$ cat src/rtl/spi_xact_pkg.sv
package spi_xact_pkg;
  localparam int REG_AW = 4;
  localparam int BYTE_W = 8;
  localparam int STEP_N = 8;  // opcode, 3 address, 4 data
  localparam int STEP_W = $clog2(STEP_N);
  localparam logic [REG_AW-1:0] A_OPC  = 4'd0;
  localparam logic [REG_AW-1:0] A_DAT0 = 4'd4;
  localparam logic [REG_AW-1:0] A_CTRL = 4'd8;
  localparam logic [REG_AW-1:0] A_MISC = 4'd9;

  typedef struct packed {
    logic              load;
    logic [STEP_W-1:0] step;
    logic              sample;
    logic              shift;
    logic              store;
    logic [1:0]        storeIdx;
    logic              finish;
  } xactStrobe_t;
endpackage

$ cat src/rtl/spi_xact_ctrl.sv
module spi_xact_ctrl
  import spi_xact_pkg::*;
#(
  parameter int HALF_DIV = 2
) (
  input  logic                clk,
  input  logic                rstN,
  input  logic                start,
  input  logic [STEP_N-1:0]   stepEn,
  input  logic                wrDir,
  output xactStrobe_t         stb,
  output logic                sckHi,
  output logic                running
);
  localparam int DW = (HALF_DIV > 1) ? $clog2(HALF_DIV) : 1;
  localparam logic [DW-1:0] DIV_LAST = DW'(HALF_DIV - 1);

  logic [STEP_W-1:0] step;
  logic [DW-1:0]     divCnt;
  logic [2:0]        bitCnt;
  logic [STEP_W:0]   firstS, followS;
  logic              divTick;

  function automatic logic [STEP_W:0] findStep(input logic [STEP_N-1:0] en, input int from);
    findStep = '0;
    for (int i = STEP_N - 1; i >= 0; i--)
      if (i >= from && en[i]) findStep = {1'b1, STEP_W'(i)};
  endfunction

  always_comb begin
    firstS  = findStep(stepEn, 0);
    followS = findStep(stepEn, int'(step) + 1);
    divTick = running && (divCnt == DIV_LAST);
    stb = '0;
    if (start && !running) begin
      if (firstS[STEP_W]) begin
        stb.load = 1'b1;
        stb.step = firstS[STEP_W-1:0];
      end else begin
        stb.finish = 1'b1;
      end
    end else if (divTick) begin
      if (!sckHi) begin
        stb.sample = 1'b1;
      end else begin
        stb.shift = 1'b1;
        if (bitCnt == 3'd7) begin
          if (step[STEP_W-1] && !wrDir) begin
            stb.store    = 1'b1;
            stb.storeIdx = step[1:0];
          end
          if (followS[STEP_W]) begin
            stb.load = 1'b1;
            stb.step = followS[STEP_W-1:0];
          end else begin
            stb.finish = 1'b1;
          end
        end
      end
    end
  end

  always_ff @(posedge clk or negedge rstN) begin
    if (!rstN) begin
      running <= 1'b0;
      step    <= '0;
      divCnt  <= '0;
      bitCnt  <= '0;
      sckHi   <= 1'b0;
    end else if (stb.load) begin
      running <= 1'b1;
      step    <= stb.step;
      divCnt  <= '0;
      bitCnt  <= '0;
      sckHi   <= 1'b0;
    end else begin
      if (running) begin
        divCnt <= divTick ? '0 : divCnt + 1'b1;
        if (divTick) begin
          sckHi <= ~sckHi;
          if (sckHi) bitCnt <= bitCnt + 1'b1;
        end
      end
      if (stb.finish) running <= 1'b0;
    end
  end

  assert_sck_low_at_end_R6: assert property (@(posedge clk) disable iff (!rstN)
    stb.finish |=> (!sckHi && !running));
endmodule

$ cat src/rtl/spi_xact_dp.sv
module spi_xact_dp
  import spi_xact_pkg::*;
(
  input  logic              clk,
  input  logic              rstN,
  input  logic              regWe,
  input  logic [REG_AW-1:0] regAddr,
  input  logic [BYTE_W-1:0] regWdata,
  output logic [BYTE_W-1:0] regRdata,
  input  xactStrobe_t       stb,
  input  logic              sckHi,
  input  logic              misoIn,
  output logic              start,
  output logic [STEP_N-1:0] stepEn,
  output logic              wrDir,
  output logic              mosiOut,
  output logic              csOut
);
  logic [BYTE_W-1:0] opcodeR;
  logic [BYTE_W-1:0] addrR [0:2];
  logic [BYTE_W-1:0] dataR [0:3];
  logic              opEn, adEn, dtEn, busyR, lockR, errR, rxBit;
  logic [1:0]        cntR;
  logic [BYTE_W-1:0] shreg, loadVal, rxByte;
  logic              goReq;

  assign goReq  = regWe && (regAddr == A_CTRL) && regWdata[7];
  assign rxByte = {shreg[BYTE_W-2:0], rxBit};
  assign mosiOut = shreg[BYTE_W-1];

  always_comb begin
    stepEn[0]   = opEn;
    stepEn[3:1] = {3{adEn}};
    stepEn[4]   = dtEn;
    stepEn[5]   = dtEn && (cntR >= 2'd1);
    stepEn[6]   = dtEn && (cntR >= 2'd2);
    stepEn[7]   = dtEn && (cntR == 2'd3);
  end

  always_comb begin
    case (stb.step)
      3'd0:    loadVal = opcodeR;
      3'd1:    loadVal = addrR[0];
      3'd2:    loadVal = addrR[1];
      3'd3:    loadVal = addrR[2];
      default: loadVal = wrDir ? dataR[stb.step[1:0]] : '0;
    endcase
  end

  always_comb begin
    case (regAddr)
      A_OPC:   regRdata = opcodeR;
      4'd1:    regRdata = addrR[0];
      4'd2:    regRdata = addrR[1];
      4'd3:    regRdata = addrR[2];
      4'd4:    regRdata = dataR[0];
      4'd5:    regRdata = dataR[1];
      4'd6:    regRdata = dataR[2];
      4'd7:    regRdata = dataR[3];
      A_CTRL:  regRdata = {busyR, opEn, adEn, dtEn, wrDir, 1'b0, cntR};
      A_MISC:  regRdata = {5'b0, errR, lockR, csOut};
      default: regRdata = '0;
    endcase
  end

  always_ff @(posedge clk or negedge rstN) begin
    if (!rstN) begin
      opcodeR <= '0;
      addrR   <= '{default: '0};
      opEn <= 1'b0; adEn <= 1'b0; dtEn <= 1'b0; wrDir <= 1'b0; cntR <= '0;
      busyR <= 1'b0; start <= 1'b0;
      csOut <= 1'b1; lockR <= 1'b0; errR <= 1'b0;
      shreg <= '0; rxBit <= 1'b0;
    end else begin
      start <= 1'b0;
      if (regWe) begin
        case (regAddr)
          A_OPC: opcodeR <= regWdata;
          4'd1:  addrR[0] <= regWdata;
          4'd2:  addrR[1] <= regWdata;
          4'd3:  addrR[2] <= regWdata;
          A_CTRL: if (!busyR) begin
            opEn <= regWdata[6]; adEn <= regWdata[5];
            dtEn <= regWdata[4]; wrDir <= regWdata[3]; cntR <= regWdata[1:0];
            if (regWdata[7] && !lockR) begin
              busyR <= 1'b1;
              start <= 1'b1;
            end
          end
          A_MISC: begin
            csOut <= regWdata[0];
            lockR <= regWdata[1];
            if (regWdata[2]) errR <= 1'b0;
          end
          default: ;
        endcase
      end
      if (goReq && (busyR || lockR)) errR <= 1'b1;
      if (stb.finish) busyR <= 1'b0;
      if (stb.load)        shreg <= loadVal;
      else if (stb.finish) shreg <= '0;
      else if (stb.shift)  shreg <= rxByte;
      if (stb.sample) rxBit <= misoIn;
    end
  end

  for (genvar k = 0; k < 4; k++) begin : g_data
    always_ff @(posedge clk or negedge rstN) begin
      if (!rstN)
        dataR[k] <= '0;
      else if (stb.store && stb.storeIdx == 2'(k))
        dataR[k] <= rxByte;
      else if (regWe && regAddr == A_DAT0 + REG_AW'(k))
        dataR[k] <= regWdata;
    end
  end

  assert_busy_hold_R2: assert property (@(posedge clk) disable iff (!rstN)
    (busyR && !stb.finish) |=> busyR);
  assert_lock_blocks_R7: assert property (@(posedge clk) disable iff (!rstN)
    (lockR && !busyR) |=> !busyR);
  assert_reject_err_R8: assert property (@(posedge clk) disable iff (!rstN)
    (goReq && (busyR || lockR)) |=> errR);
  assert_store_read_R4: assert property (@(posedge clk) disable iff (!rstN)
    stb.store |-> !wrDir);
  assert_cs_direct_R5: assert property (@(posedge clk) disable iff (!rstN)
    (regWe && regAddr == A_MISC) |=> (csOut == $past(regWdata[0])));
  assert_mosi_stable_R6: assert property (@(posedge clk) disable iff (!rstN)
    sckHi |-> $stable(mosiOut));
endmodule

$ cat src/rtl/spi_xact_engine.sv
module spi_xact_engine
  import spi_xact_pkg::*;
#(
  parameter int HALF_DIV = 2
) (
  input  logic        clk,
  input  logic        rstN,
  input  logic        regWe,
  input  logic [3:0]  regAddr,
  input  logic [7:0]  regWdata,
  output logic [7:0]  regRdata,
  output logic        sckOut,
  output logic        mosiOut,
  input  logic        misoIn,
  output logic        csOut
);
  xactStrobe_t       stb;
  logic              start, wrDir, running;
  logic [STEP_N-1:0] stepEn;

  spi_xact_dp u_dp (
    .clk(clk), .rstN(rstN), .regWe(regWe), .regAddr(regAddr),
    .regWdata(regWdata), .regRdata(regRdata), .stb(stb), .sckHi(sckOut),
    .misoIn(misoIn), .start(start), .stepEn(stepEn), .wrDir(wrDir),
    .mosiOut(mosiOut), .csOut(csOut)
  );

  spi_xact_ctrl #(.HALF_DIV(HALF_DIV)) u_ctrl (
    .clk(clk), .rstN(rstN), .start(start), .stepEn(stepEn), .wrDir(wrDir),
    .stb(stb), .sckHi(sckOut), .running(running)
  );
endmodule

$ cat config.mk
export PLATFORM = sky130hd
export DESIGN_NAME = spi_xact_engine
export DESIGN_NICKNAME = d
export VERILOG_FILES = /design/src/rtl/spi_xact_pkg.sv /design/src/rtl/spi_xact_ctrl.sv /design/src/rtl/spi_xact_dp.sv /design/src/rtl/spi_xact_engine.sv
export SDC_FILE = /design/constraint.sdc
export NUM_CORES = 1
export LEC_CHECK = 0
export ABC_AREA = 1
export BUFFER_PORTS_ARGS = -buffer_cell sky130_fd_sc_hd__buf_2
export CAP_MARGIN = 10
export CORE_MARGIN = 10
export CORE_UTILIZATION = 40
export CTS_CLUSTER_DIAMETER = 100
export DETAILED_ROUTE_END_ITERATION = 7
export GPL_ROUTABILITY_DRIVEN = 0
export PLACE_DENSITY = 0.54
export SLEW_MARGIN = 20
export SYNTH_ARGS = -nofsm -noshare
export SYNTH_HDL_FRONTEND = slang
export SYNTH_SLANG_ARGS = --single-unit
$ cat constraint.sdc
create_clock -name clk -period 4.4 [get_ports clk]
set_input_delay 0.66 -clock clk [delete_from_list [all_inputs] [get_ports clk]]
set_output_delay 0.66 -clock clk [all_outputs]
set_load 0.02 [all_outputs]
==> summary.md <==
| Metric | Value |
|---|---|
| Hold buffers post-CTS | 0 |
| Synthesis Warnings | 0 |
| Worst flop-to-flop path startpoint | u_ctrl.step[0]$_DFFE_PN0N_ |
| Num rows | 42 |
| Number of global-route vias before repair | 5268 |
| Slowest cell on crit path | sky130_fd_sc_hd__nand3_4 |
| CTS HTree Levels | 3 |
| Critical path class | reg -> reg |
| Die height | 137 um |
| CP arrival | 3540 ps |
| Commonest non-fill, non-tap cell in the layout | sky130_fd_sc_hd__nand2_1 |
| Outcome | complete, no violations |
| Layout cell share with drive strength beyond 1 | 0.0964 |
| Reg-to-reg endpoint | u_dp.shreg[0]$_DFFE_PN0P_ |
| Worst VDD drop | 0.245 mV |
| Area of the placeable core | 13300 um^2 |
| Internal Dissipation | 1.59 mW |
| Aggregate global routing overflow | 0 |
| Fraction of power consumed by the clock network | 0.347 |
| Transition time of the tightest slew-check pin | 968 ps |
| Sum of negative setup slack | 0 ps |
| Total CTS buffers | 9 |
| Flip-flop and latch count after synthesis | 93 |
| Maximum fanout count along the critical path | 35 |
| Starting utilization of the core area | 0.411 |
| # port buffers | 26 |
| Maximum capacitance violations | 0 |
| Filler cells | 1371 |
| Ordered list of cells on the worst path | inv_1 > ha_1 > inv_1 > nor2_1 > inv_1 > nor2_2 > nand2_1 > nand2_1 > nand2_1 > nand2_1 > nand2_1 > nand2_4 > nand3_4 > nor2_4 > nand3_1 > nand2_1 > nor2_1 > nor2_1 > nor2_1 > nor2_1 |
| Highest attainable clock frequency | 307 MHz |
| Tightest slew margin relative to the limit | 0.351 |
| Clk_lat worst skew | 360 ps |
| Number of vias per cell | 5.91 |
| Number of buffers on the longest clock path | 2 |
| Die span in x | 137 um |
| Buffers plus inverters on the worst setup path | 3 |
| Drt initial violations | 810 |
| Critical path's largest stage delay | 470 ps |
| Cell family contributing the most delay on the critical path | simple AND/OR/NAND/NOR gates |
| Most frequent cells in the layout | sky130_fd_sc_hd__nand2_1 (189), sky130_fd_sc_hd__dfrtp_1 (92), sky130_fd_sc_hd__inv_1 (87) |
| Syn nets | 749 |
| Total count of hold-check failures in the final report | 0 |
| Wire length of the first global-routing pass | 31200 um |
| Internal reg-to-reg setup slack | 1150 ps |
| Number of cell instances on the worst register-to-register path | 20 |
| Post-CTS clock slew at the launch and capture registers of the worst setup and hold paths | 70 ps |
| P_leak | 2.92 nW |
| Period Utilization, post-route | 0.739 |
| Cell area after placement | 5760 um^2 |
| Antenna violations before repair | 0 |
| Worst Clk Skew | 6.72 ps |
| Portion of total power attributed to combinational logic | 0.170 |
| Max Transition Viols Final | 0 |
| Synth Cell Area | 5460 um^2 |
| GR Util All Layers | 0.220 |
| CTS tree | built |
| Avg Cell Area, Syn | 7.51 um^2 |
| Number of nets in the layout | 774 |
| CTS Sinks | 93 |
| Crit-path most repeated cell | sky130_fd_sc_hd__nand2_1 |
| Pre-Repair DR Iteration Count | 6 |
| Sequential area share after synthesis | 0.427 |
| Routed wire length per instance | 21.6 um |
| Sequential cell fraction of total power | 0.483 |
| Pin count of the biggest net entering global routing | 62 |
| Total via count in the routed design | 5513 |
| CTS resizes | 0 |
| Setup crit start | u_ctrl.step[0]$_DFFE_PN0N_ |
| P per Cell Area | 383 nW/um^2 |
| Number of antenna-violating nets in the routed design | 0 |
| Net switching component of the power | 738 uW |
| Buffer count from post-CTS setup fixing | 0 |
| Cell variety after synth | 35 |
| Die area | 18700 um^2 |
| Total setup violations reported at the end of the flow | 0 |
| Number of remaining DRC errors | 0 |
| Post-detailed-placement half-perimeter wirelength | 14900 um |
| Top-level I/O count | 27 |
| Time the worst path needs with I/O delays and setup | 3250 ps |
| Sw Share | 0.318 |
| Area growth from synthesis to layout | 11.1% |
| Clock tree root buffer cell | sky130_fd_sc_hd__clkbuf_16 |
| Required time at the endpoint of the critical path | 4690 ps |
| Number of antenna cells inserted | 0 |
| Unrepaired setup endpoints after global routing | no |
| Sum of routed wire length over all layers | 20100 um |
| Sequential cell area in the final layout | 2330 um^2 |
| Synthesized instance count | 727 |
| Post-route design area | 6070 um^2 |
| Worst min-delay path category | in -> async |
| Total area of multi-input combinational cells | 2670 um^2 |
| Worst setup EP type | flop |
| Type of origin of the critical path | flop |
-- routing by layer --
metal | part of all wire | track usage | vias to the layer above | routed length (um)
met5 | 0 | 0 | - | 0
met4 | 0.047 | 0.106 | 0 | 955
met3 | 0.089 | 0.0587 | 60 | 1790
met2 | 0.47 | 0.349 | 287 | 9450
met1 | 0.39 | 0.273 | 2637 | 7920
li1 | - | - | 2529 | -
-- Yosys cell counts --
cell,n,area [um^2]
sky130_fd_sc_hd__nand2_1,189,709
sky130_fd_sc_hd__dfrtp_1,92,2300
sky130_fd_sc_hd__inv_1,87,327
sky130_fd_sc_hd__nor2_1,70,263
sky130_fd_sc_hd__nand3_1,65,325
sky130_fd_sc_hd__o21ai_0,54,270
sky130_fd_sc_hd__nand4_1,39,244
sky130_fd_sc_hd__o221ai_1,32,280
sky130_fd_sc_hd__a221oi_1,13,114
sky130_fd_sc_hd__o22ai_1,13,81.3
sky130_fd_sc_hd__a21oi_1,10,50.1
sky130_fd_sc_hd__clkbuf_1,10,37.5
sky130_fd_sc_hd__ha_1,6,75.1
sky130_fd_sc_hd__o21ai_1,6,30.0
sky130_fd_sc_hd__buf_2,5,25.0
sky130_fd_sc_hd__inv_2,5,18.8
sky130_fd_sc_hd__clkinv_1,4,15.0
sky130_fd_sc_hd__nor2_2,4,25.0
sky130_fd_sc_hd__nand2_4,3,33.8
sky130_fd_sc_hd__buf_6,2,22.5
sky130_fd_sc_hd__nor2_4,2,22.5
sky130_fd_sc_hd__nor2_8,2,40.0
sky130_fd_sc_hd__nor3_1,2,10.0
sky130_fd_sc_hd__a31oi_2,1,12.5
sky130_fd_sc_hd__buf_4,1,7.51
sky130_fd_sc_hd__dfstp_2,1,26.3
sky130_fd_sc_hd__inv_4,1,6.26
sky130_fd_sc_hd__nand2_2,1,6.26
sky130_fd_sc_hd__nand3_2,1,10.0
sky130_fd_sc_hd__nand3_4,1,17.5
sky130_fd_sc_hd__nor3_2,1,10.0
sky130_fd_sc_hd__nor3_4,1,16.3
sky130_fd_sc_hd__o2111ai_1,1,8.76
sky130_fd_sc_hd__o21ai_2,1,8.76
sky130_fd_sc_hd__o21bai_1,1,7.51
-- worst max-delay path by stage --
| stage | to | cells after the start | slack (ps) |
|---|---|---|---|
| after floorplan | regRdata[1] | 6 | 2140 |
| after global placement | u_dp.dataR[31]$_DFFE_PN0P_ | 9 | 1310 |
| after detailed placement | u_dp.shreg[0]$_DFFE_PN0P_ | 17 | 1270 |
| after CTS | u_dp.dataR[30]$_DFFE_PN0P_ | 9 | 1260 |
| after global routing | u_dp.shreg[3]$_DFFE_PN0P_ | 17 | 890 |
| final | u_dp.shreg[0]$_DFFE_PN0P_ | 20 | 1150 |
-- worst reg2reg max path, delay by kind of cell (launching register included) --
family	cells	cell delay (ps)
adders and majority gates	1	170
buffers and inverters	3	290
DFF	1	450
and+or+nand+nor	16	2280
-- flip-flops by register name (all words and copies together) (netlist names), 2 cells and up --
register       cells
u_ctrl.step        3
u_dp.opcodeR       8
u_ctrl.bitCnt      3
u_dp.dataR        32
u_dp.cntR          2
u_dp.addrR        24
u_dp.shreg         8
-- power by group through the flow --
stage	Sequential, mW	Clock (mW)	Combinational [mW]
detailed placement	1.13	0	0.389
global placement	1.13	0	0.389
CTS	1.12	0.819	0.390
floorplan	1.08	0	0.244
global route	1.13	0.857	0.437
finish	1.12	0.806	0.395
-- final cells by class --
| class | instances | area share |
|---|---|---|
| flip-flops and latches | 93 | 0.384 |
| well taps | 176 | 0.0363 |
| multi-input cells | 519 | 0.440 |
| inverters | 97 | 0.0604 |
| clock buffers | 10 | 0.0394 |
| clock inverters | 6 | 0.0103 |
| repair buffers | 32 | 0.0293 |
-- through the flow --
step                 util  total power [mW]  std cells  setup slack (ps)  hold slack (ps)
floorplan               -              1.32        727              2140              364
global placement    0.434              1.52        917              1310              488
detailed placement  0.434              1.52        917              1270              498
CTS                 0.456              2.33        933              1260              415
global route        0.456              2.43        933               894              447
finish              0.456              2.32        933              1150              379
-- kinds of logic (layout without fill, tap and decap cells) --
| group | after synthesis | count (layout) | synth area share |
|---|---|---|---|
| AOI/OAI and AO/OA | 132 | 132 | 0.158 |
| adders and majority gates | 6 | 6 | 0.0138 |
| buffers and inverters | 115 | 145 | 0.0841 |
| DFF | 93 | 93 | 0.427 |
| and+or+nand+nor | 381 | 381 | 0.317 |
(Power assumes the default switching activity.)
